## src/rtl/xs_pkg.sv

```systemverilog
package xs_pkg;
  localparam int BLK       = 8;
  localparam int PIX_W     = 8;
  localparam int ROW_RES_W = 12;
  localparam int COL_RES_W = 16;
  localparam int WORD_W    = 32;

  localparam int IN_WORDS  = BLK * BLK * PIX_W / WORD_W;
  localparam int OUT_WORDS = BLK * BLK * COL_RES_W / WORD_W;
  localparam int IN_AW     = $clog2(IN_WORDS);
  localparam int OUT_AW    = $clog2(OUT_WORDS);
  localparam int IDX_W     = $clog2(BLK);
  localparam int PAIR_AW   = $clog2(BLK / 2);

  typedef enum logic [2:0] {
    ST_IDLE,
    ST_ROW_FETCH,
    ST_ROW_DRAIN,
    ST_COL_ISSUE,
    ST_COL_DRAIN,
    ST_OUT_WRITE,
    ST_DONE
  } seq_state_t;

  // lower-indexed coefficient goes into the low half of the word
  function automatic logic [WORD_W-1:0] pack_pair(input logic [COL_RES_W-1:0] lo,
                                                  input logic [COL_RES_W-1:0] hi);
    return {hi, lo};
  endfunction

  // first-read word holds the lower pixel indices
  function automatic logic [2*WORD_W-1:0] join_words(input logic [WORD_W-1:0] first,
                                                     input logic [WORD_W-1:0] second);
    return {second, first};
  endfunction
endpackage

```

## src/rtl/xs_csr.sv

```systemverilog
module xs_csr
  import xs_pkg::*;
(
  input  logic              clk,
  input  logic              rst_n,
  input  logic              bus_stb,
  input  logic              bus_we,
  input  logic [WORD_W-1:0] bus_wdata,
  output logic              bus_ack,
  output logic [WORD_W-1:0] bus_rdata,
  input  logic              fsm_idle,
  input  logic              done_pulse,
  output logic              go,
  output logic              busy
);
  logic start_q, ready_q, ack_q;
  logic wr_first, accept;
  logic wdata_unused;

  assign wdata_unused = ^bus_wdata[WORD_W-1:1];
  assign wr_first     = bus_stb & bus_we & ~ack_q;
  assign busy         = start_q | ~fsm_idle;
  assign accept       = wr_first & bus_wdata[0] & ~busy;

  always_ff @(posedge clk or negedge rst_n) begin
    if (!rst_n) begin
      start_q <= 1'b0;
      ready_q <= 1'b0;
      ack_q   <= 1'b0;
    end else begin
      ack_q <= bus_stb & ~ack_q;
      if (accept) begin
        start_q <= 1'b1;
        ready_q <= 1'b0;
      end else begin
        start_q <= 1'b0;
        if (done_pulse) ready_q <= 1'b1;
      end
    end
  end

  assign go        = start_q;
  assign bus_ack   = ack_q;
  assign bus_rdata = {{(WORD_W-2){1'b0}}, ready_q, start_q};


  start_self_clear_chk: assert property (@(posedge clk) disable iff (!rst_n)
    start_q |=> !start_q);

  busy_write_ignored_chk: assert property (@(posedge clk) disable iff (!rst_n)
    (wr_first && busy && !done_pulse) |=> (!start_q && $stable(ready_q)));

  ready_busy_excl_chk: assert property (@(posedge clk) disable iff (!rst_n)
    !(ready_q && busy));

  start_clears_ready_chk: assert property (@(posedge clk) disable iff (!rst_n)
    accept |=> (!ready_q && busy));
endmodule

```

## src/rtl/xs_fsm.sv

```systemverilog
module xs_fsm
  import xs_pkg::*;
#(
  parameter int LAT = 3
) (
  input  logic              clk,
  input  logic              rst_n,
  input  logic              go,
  output logic              fsm_idle,
  output logic              done_pulse,
  output logic              in_rd,
  output logic [IN_AW-1:0]  in_addr,
  output logic              lo_latch,
  output logic              row_valid,
  output logic              row_wr,
  output logic [IDX_W-1:0]  row_wr_idx,
  output logic              col_valid,
  output logic [IDX_W-1:0]  col_idx,
  output logic              col_wr,
  output logic [IDX_W-1:0]  col_wr_idx,
  output logic              out_we,
  output logic [OUT_AW-1:0] out_addr
);
  localparam int CMAX  = (LAT + 1 > OUT_WORDS) ? LAT + 1 : OUT_WORDS;
  localparam int CNT_W = $clog2(CMAX + 1);
  localparam int RC_W  = $clog2(BLK + 1);
  localparam int OC_W  = $clog2(OUT_WORDS + 1);

  seq_state_t       state, nxt;
  logic [CNT_W-1:0] cnt;
  logic             rd_q, rd_odd_q;
  logic [LAT-1:0]   rvp, cvp;
  logic [RC_W-1:0]  rows_done, cols_done;
  logic [OC_W-1:0]  outs_done;

  always_comb begin
    nxt = state;
    unique case (state)
      ST_IDLE:      if (go) nxt = ST_ROW_FETCH;
      ST_ROW_FETCH: if (cnt == CNT_W'(IN_WORDS - 1)) nxt = ST_ROW_DRAIN;
      ST_ROW_DRAIN: if (cnt == CNT_W'(LAT)) nxt = ST_COL_ISSUE;
      ST_COL_ISSUE: if (cnt == CNT_W'(BLK - 1)) nxt = ST_COL_DRAIN;
      ST_COL_DRAIN: if (cnt == CNT_W'(LAT - 1)) nxt = ST_OUT_WRITE;
      ST_OUT_WRITE: if (cnt == CNT_W'(OUT_WORDS - 1)) nxt = ST_DONE;
      ST_DONE:      nxt = ST_IDLE;
      default:      nxt = ST_IDLE;
    endcase
  end

  always_ff @(posedge clk or negedge rst_n) begin
    if (!rst_n) begin
      state <= ST_IDLE;
      cnt   <= '0;
    end else begin
      state <= nxt;
      cnt   <= (nxt != state) ? '0 : cnt + 1'b1;
    end
  end

  assign fsm_idle   = (state == ST_IDLE);
  assign done_pulse = (state == ST_DONE);
  assign in_rd      = (state == ST_ROW_FETCH);
  assign in_addr    = cnt[IN_AW-1:0];
  assign col_valid  = (state == ST_COL_ISSUE);
  assign col_idx    = cnt[IDX_W-1:0];
  assign out_we     = (state == ST_OUT_WRITE);
  assign out_addr   = cnt[OUT_AW-1:0];

  // read data returns one cycle after the request
  always_ff @(posedge clk or negedge rst_n) begin
    if (!rst_n) begin
      rd_q     <= 1'b0;
      rd_odd_q <= 1'b0;
    end else begin
      rd_q     <= in_rd;
      rd_odd_q <= in_addr[0];
    end
  end
  assign lo_latch  = rd_q & ~rd_odd_q;
  assign row_valid = rd_q & rd_odd_q;

  // fixed-latency tracking of the external transform
  always_ff @(posedge clk or negedge rst_n) begin
    if (!rst_n) begin
      rvp <= '0;
      cvp <= '0;
    end else begin
      rvp[0] <= row_valid;
      cvp[0] <= col_valid;
      for (int i = 1; i < LAT; i++) begin
        rvp[i] <= rvp[i-1];
        cvp[i] <= cvp[i-1];
      end
    end
  end
  assign row_wr = rvp[LAT-1];
  assign col_wr = cvp[LAT-1];

  always_ff @(posedge clk or negedge rst_n) begin
    if (!rst_n) begin
      rows_done <= '0;
      cols_done <= '0;
      outs_done <= '0;
    end else if (go) begin
      rows_done <= '0;
      cols_done <= '0;
      outs_done <= '0;
    end else begin
      if (row_wr) rows_done <= rows_done + 1'b1;
      if (col_wr) cols_done <= cols_done + 1'b1;
      if (out_we) outs_done <= outs_done + 1'b1;
    end
  end
  assign row_wr_idx = rows_done[IDX_W-1:0];
  assign col_wr_idx = cols_done[IDX_W-1:0];


  in_addr_step_chk: assert property (@(posedge clk) disable iff (!rst_n)
    (in_rd && in_addr != '0) |-> ($past(in_rd) && in_addr == IN_AW'($past(in_addr) + 1'b1)));

  out_addr_step_chk: assert property (@(posedge clk) disable iff (!rst_n)
    (out_we && out_addr != '0) |-> ($past(out_we) && out_addr == OUT_AW'($past(out_addr) + 1'b1)));

  row_write_window_chk: assert property (@(posedge clk) disable iff (!rst_n)
    row_wr |-> (state == ST_ROW_FETCH || state == ST_ROW_DRAIN));

  col_after_rows_chk: assert property (@(posedge clk) disable iff (!rst_n)
    $rose(col_valid) |-> (rows_done == RC_W'(BLK)));

  col_write_window_chk: assert property (@(posedge clk) disable iff (!rst_n)
    col_wr |-> (state == ST_COL_ISSUE || state == ST_COL_DRAIN));

  phase_excl_chk: assert property (@(posedge clk) disable iff (!rst_n)
    $onehot0({in_rd, col_valid, out_we}));

  ready_after_writes_chk: assert property (@(posedge clk) disable iff (!rst_n)
    done_pulse |-> (outs_done == OC_W'(OUT_WORDS) && cols_done == RC_W'(BLK)));
endmodule

```

## src/rtl/xs_transpose.sv

```systemverilog
module xs_transpose
  import xs_pkg::*;
(
  input  logic                     clk,
  input  logic                     we,
  input  logic [IDX_W-1:0]         wrow,
  input  logic [BLK*ROW_RES_W-1:0] wdata,
  input  logic [IDX_W-1:0]         rcol,
  output logic [BLK*ROW_RES_W-1:0] rdata
);
  logic [ROW_RES_W-1:0] mem [BLK][BLK];

  always_ff @(posedge clk) begin
    if (we) begin
      for (int k = 0; k < BLK; k++) mem[wrow][k] <= wdata[k*ROW_RES_W +: ROW_RES_W];
    end
  end

  for (genvar r = 0; r < BLK; r++) begin : g_col
    assign rdata[r*ROW_RES_W +: ROW_RES_W] = mem[r][rcol];
  end
endmodule

```

## src/rtl/xs_colbuf.sv

```systemverilog
module xs_colbuf
  import xs_pkg::*;
(
  input  logic                     clk,
  input  logic                     we,
  input  logic [IDX_W-1:0]         wcol,
  input  logic [BLK*COL_RES_W-1:0] wdata,
  input  logic [OUT_AW-1:0]        rword,
  output logic [WORD_W-1:0]        rdata
);
  logic [COL_RES_W-1:0] mem [BLK][BLK];
  logic [IDX_W-1:0]     rsel_col;
  logic [PAIR_AW-1:0]   rsel_pair;

  always_ff @(posedge clk) begin
    if (we) begin
      for (int k = 0; k < BLK; k++) mem[wcol][k] <= wdata[k*COL_RES_W +: COL_RES_W];
    end
  end

  assign rsel_col  = rword[OUT_AW-1:PAIR_AW];
  assign rsel_pair = rword[PAIR_AW-1:0];
  assign rdata     = pack_pair(mem[rsel_col][{rsel_pair, 1'b0}],
                               mem[rsel_col][{rsel_pair, 1'b1}]);
endmodule

```

## src/rtl/block_xform_seq.sv

```systemverilog
module block_xform_seq
  import xs_pkg::*;
#(
  parameter int TRANSFORM_LATENCY = 3
) (
  input  logic                     clk,
  input  logic                     rst_n,
  input  logic                     bus_stb,
  input  logic                     bus_we,
  input  logic [WORD_W-1:0]        bus_wdata,
  output logic                     bus_ack,
  output logic [WORD_W-1:0]        bus_rdata,
  output logic                     busy,
  output logic                     in_rd,
  output logic [IN_AW-1:0]         in_addr,
  input  logic [WORD_W-1:0]        in_data,
  output logic                     xf_row_valid,
  output logic [BLK*PIX_W-1:0]     xf_row_data,
  input  logic [BLK*ROW_RES_W-1:0] xf_row_res,
  output logic                     xf_col_valid,
  output logic [BLK*ROW_RES_W-1:0] xf_col_data,
  input  logic [BLK*COL_RES_W-1:0] xf_col_res,
  output logic [WORD_W-1:0]        q_in,
  input  logic [WORD_W-1:0]        q_out,
  output logic                     out_we,
  output logic [OUT_AW-1:0]        out_addr,
  output logic [WORD_W-1:0]        out_wdata
);
  logic              go, fsm_idle, done_pulse;
  logic              lo_latch, row_wr, col_wr;
  logic [IDX_W-1:0]  row_wr_idx, col_idx, col_wr_idx;
  logic [WORD_W-1:0] lo_word;

  xs_csr u_csr (
    .clk        (clk),
    .rst_n      (rst_n),
    .bus_stb    (bus_stb),
    .bus_we     (bus_we),
    .bus_wdata  (bus_wdata),
    .bus_ack    (bus_ack),
    .bus_rdata  (bus_rdata),
    .fsm_idle   (fsm_idle),
    .done_pulse (done_pulse),
    .go         (go),
    .busy       (busy)
  );

  xs_fsm #(.LAT(TRANSFORM_LATENCY)) u_fsm (
    .clk        (clk),
    .rst_n      (rst_n),
    .go         (go),
    .fsm_idle   (fsm_idle),
    .done_pulse (done_pulse),
    .in_rd      (in_rd),
    .in_addr    (in_addr),
    .lo_latch   (lo_latch),
    .row_valid  (xf_row_valid),
    .row_wr     (row_wr),
    .row_wr_idx (row_wr_idx),
    .col_valid  (xf_col_valid),
    .col_idx    (col_idx),
    .col_wr     (col_wr),
    .col_wr_idx (col_wr_idx),
    .out_we     (out_we),
    .out_addr   (out_addr)
  );

  always_ff @(posedge clk or negedge rst_n) begin
    if (!rst_n)        lo_word <= '0;
    else if (lo_latch) lo_word <= in_data;
  end
  assign xf_row_data = join_words(lo_word, in_data);

  xs_transpose u_tbuf (
    .clk   (clk),
    .we    (row_wr),
    .wrow  (row_wr_idx),
    .wdata (xf_row_res),
    .rcol  (col_idx),
    .rdata (xf_col_data)
  );

  xs_colbuf u_cbuf (
    .clk   (clk),
    .we    (col_wr),
    .wcol  (col_wr_idx),
    .wdata (xf_col_res),
    .rword (out_addr),
    .rdata (q_in)
  );

  assign out_wdata = q_out;
endmodule

```

## config.mk

```make
export PLATFORM = sky130hd
export DESIGN_NAME = block_xform_seq
export DESIGN_NICKNAME = d
export VERILOG_FILES = /design/src/rtl/xs_pkg.sv /design/src/rtl/xs_csr.sv /design/src/rtl/xs_fsm.sv /design/src/rtl/xs_transpose.sv /design/src/rtl/xs_colbuf.sv /design/src/rtl/block_xform_seq.sv
export SDC_FILE = /design/constraint.sdc
export NUM_CORES = 2
export LEC_CHECK = 0
export BUFFER_PORTS_ARGS = -buffer_cell sky130_fd_sc_hd__buf_2
export CORE_ASPECT_RATIO = 0.7
export CORE_MARGIN = 10
export CORE_UTILIZATION = 60
export CTS_BUF_LIST = sky130_fd_sc_hd__clkbuf_8 sky130_fd_sc_hd__clkbuf_16
export DETAILED_ROUTE_END_ITERATION = 10
export PLACE_DENSITY = 0.8
export SLEW_MARGIN = 0
export SYNTH_ARGS = -nofsm -noshare
export SYNTH_HDL_FRONTEND = slang
export SYNTH_SLANG_ARGS = --single-unit
```

## constraint.sdc

```tcl
create_clock -name clk -period 16.2 [get_ports clk]
set_input_delay 0 -clock clk [delete_from_list [all_inputs] [get_ports clk]]
set_output_delay 0 -clock clk [all_outputs]
set_load 0.1 [all_outputs]
```

==> summary.txt <==
STA
  – Final Critical Period: 5.178 ns
  – Final Hold Viols: 0
  – Skew final: 0.03544 ns
  – Final worst slack: 11.02 ns
  – Actual slew at the worst max-slew pin: 1.221 ns
  – Hold Slack: 0.00002792 ns
  – Setup TNS: 0 ns
  – Fmax: 193.1 MHz
  – Tcrit/Tclk final: 0.3196
  – Headroom to the max-slew limit: 0.1844
  – Max-slew violation count: 0
  – Setup-failing EPs final: 0
  – RSZ-0062 raised after global routing: no

Synthesis
  – Async SR Flop Fraction: 0.03135
  – Cell area after synthesis: 0.07024 mm²
  – Syn. warnings: 0
  – Ys flop type: edfxtp_1
  – Cells after Synth: 3,008
  – Synth unique cells: 45
  – Synth area leaders: edfxtp_1 77%, mux4_2 14%, dfrtp_1 2.1%
  – Syn avg cell area: 23.35 µm²
  – Area leader, netlist: edfxtp_1
  – Synthesis-stage register bit count: 1,850
  – Post-synth top cells: 1,792 x edfxtp_1, 424 x mux4_2, 144 x buf_4
  – Post-synth top area share: 0.7661
  – Register area share after synthesis: 0.7868
  – Post-synth EDFFs: 1,792
  – Most common cell in the synthesized netlist: edfxtp_1

Worst hold path
  – Hold depth: 0
  – Hold Crit Class: input pin to primary output

Routing
  – Post-route DRC: 0
  – DR WL/cell: 32.13 µm
  – Vias/cell: 6.501
  – Final antenna-violating net count: 0
  – Via count: 35,730
  – DR iter-0 viols: 4,474
  – Pre-antenna DRT Iters: 7
  – Routed wire length: 176,600 µm

Floorplan
  – DIE WIDTH: 428.9 µm
  – Vertical die dimension: 306.3 µm
  – Initial Util: 0.6078
  – Core area: 0.1156 mm²
  – Row count: 104
  – # IOs: 595
  – Die footprint: 0.1314 mm²

Critical path
  – Startpoint class of the critical path: register
  – WP data arrival: 5.18 ns
  – WP depth: 6
  – Worst setup path category: register to primary output
  – CP required: 16.20 ns
  – Worst setup EP type: primary output
  – Reg2Reg Depth: 3
  – CP delay by family, top: buffers and inverters
  – Crit path max fanout: 121
  – Critical path's slowest cell: dfrtp_4
  – Critical Path Max Stage Delay: 0.93 ns
  – Most used cell, CP: buf_12
  – Buf+Inv Stages, Crit Path: 3
  – Crit-path cells: buf_12, buf_12, mux4_2, o22ai_1, nor4_1, buf_2

Layout
  – Post-route insts no fill: 5,496
  – Design Area, Final: 0.08205 mm²
  – Share of layout cells above drive strength 1: 0.3328
  – Syn-to-layout area delta: 16.81%
  – FILL cells: 6,288
  – Fin util: 0.7101
  – Final #Nets: 4,140

CTS
  – Clk Latency, worst-skew pair: 0.78 ns
  – Clock root cell: clkbuf_16
  – Setup Buffers After CTS: 0
  – CTS tree: built
  – Sink Count: 1,850
  – Clock Path Buffers: 3
  – CTS Buf Count: 162
  – Clock transition at the registers of the reported paths: 0.06 ns
  – H-tree Lvls: 4

Place
  – DP Area: 0.07357 mm²
  – Cells after DPL: 4,841
  – Worst slack at placement: 11.74 ns
  – Placer Congestion: 0.7794
  – HPWL after DPL: 92,490 µm
  – # port buffers: 469

Flow run
  – Max-Cap Viols: 0

Global route
  – Vias in the first global route: 36,620
  – First-pass GRT wire length: 257,400 µm
  – Aggregate global routing overflow: 0
  – GRT Total Usage: 0.2664
  – Initial antenna violation count: 24
  – Largest net degree at the start of global routing: 129

Outcome
  – Run status: complete, no violations

Pwr
  – Switching power: 6.513 mW
  – Leakage power: 27.06 nW
  – Pint: 9.140 mW
  – Sequential Power Share: 0.364
  – Clock network power share: 0.234
  – Cell Pwr Density: 190.8 mW/mm²
  – Sw frac: 0.4161
  – Comb pwr share: 0.402
  – Maximum VDD drop: 0.2148 mV
  – Overall Power: 15.65 mW
-- layout make-up --
type / count / area, µm² / area share
well taps: 1537 / 1923 / 0.02344
diodes: 20 / 50.05 / 0.0006100
clock inverters: 120 / 737.0 / 0.008982
repair buffers: 865 / 6236 / 0.07600
multi-input cells: 930 / 13580 / 0.1655
inverters: 2 / 7.507 / 0.00009150
clock buffers: 172 / 4237 / 0.05164
flip-flops and latches: 1850 / 55280 / 0.6737
-- per-layer routing --
metal / GRT usage / routed length (µm) / part of all wire / vias up
met2: 0.4413 / 89760 / 0.51 / 2323
met5: 0 / 66 / 0.00037 / -
met4: 0.1042 / 6977 / 0.040 / 10
met3: 0.05273 / 15410 / 0.087 / 355
met1: 0.3532 / 64360 / 0.36 / 18780
li1: - / - / - / 14260
-- cell families after synthesis --
group,Yosys count,share of synthesized area
other cells,1,0.00005339
simple gates,135,0.01028
xor+xnor,8,0.0009976
flops,1850,0.7868
buf+inv,257,0.02319
compound gates,150,0.01418
mux,602,0.1636
fa+ha+maj,5,0.0008907
-- flip-flops by register name (all words and copies together), names as in the netlist --
register / flops
lo_word: 32
u_cbuf.mem: 1024
u_csr.bus_ack: 1
u_csr.go: 1
u_csr.ready_q: 1
u_fsm.cnt: 6
u_fsm.cols_done: 3
u_fsm.cvp: 3
u_fsm.rd_odd_q: 1
u_fsm.rd_q: 1
u_fsm.rows_done: 3
u_fsm.rvp: 3
u_fsm.state: 3
u_tbuf.mem: 768
-- timing repair --
item | in CTS | in global routing
gates resized for setup | 0 | 0
setup endpoints to repair | 0 | 0
endpoints found under the hold margin | 1885 | 0
hold buffers | 343 | 0
-- final timing paths --
| check | start | end | slack (ns) |
|---|---|---|---|
| min | q_out[22] | out_wdata[22] | 0.00003 |
| min in group asynchronous | rst_n | lo_word[14] | 0.32 |
| max reg2reg | u_fsm.cols_done[1] | u_cbuf.mem[1][55] | 13.22 |
| min reg2reg | u_fsm.rvp[0] | u_fsm.rvp[1] | 0.35 |
| max | u_fsm.cnt[2] | q_in[23] | 11.02 |
| max in group asynchronous | rst_n | u_fsm.cnt[2] | 15.50 |
-- cell usage in the layout, fill, tap and decap left out, drive strengths merged, types with 36 or more instances in the layout --
master	instances
clkbuf	172
edfxtp	1792
mux2i	50
mux2	128
clkinv	56
a22oi	36
dfrtp	58
inv	56
dlygate4sd3	342
mux4	424
o22ai	105
buf	523
-- power groups by stage --
stage | Clock, mW | Combinational, mW | Sequential (mW)
after global placement | 0 | 6.11 | 5.76
after floorplan | 0 | 4.80 | 6.03
after detailed placement | 0 | 6.16 | 5.78
after global routing | 3.89 | 6.49 | 5.72
final | 3.66 | 6.30 | 5.69
after CTS | 3.68 | 6.29 | 5.69
No activity file was read; power rests on OpenSTA's default activity.
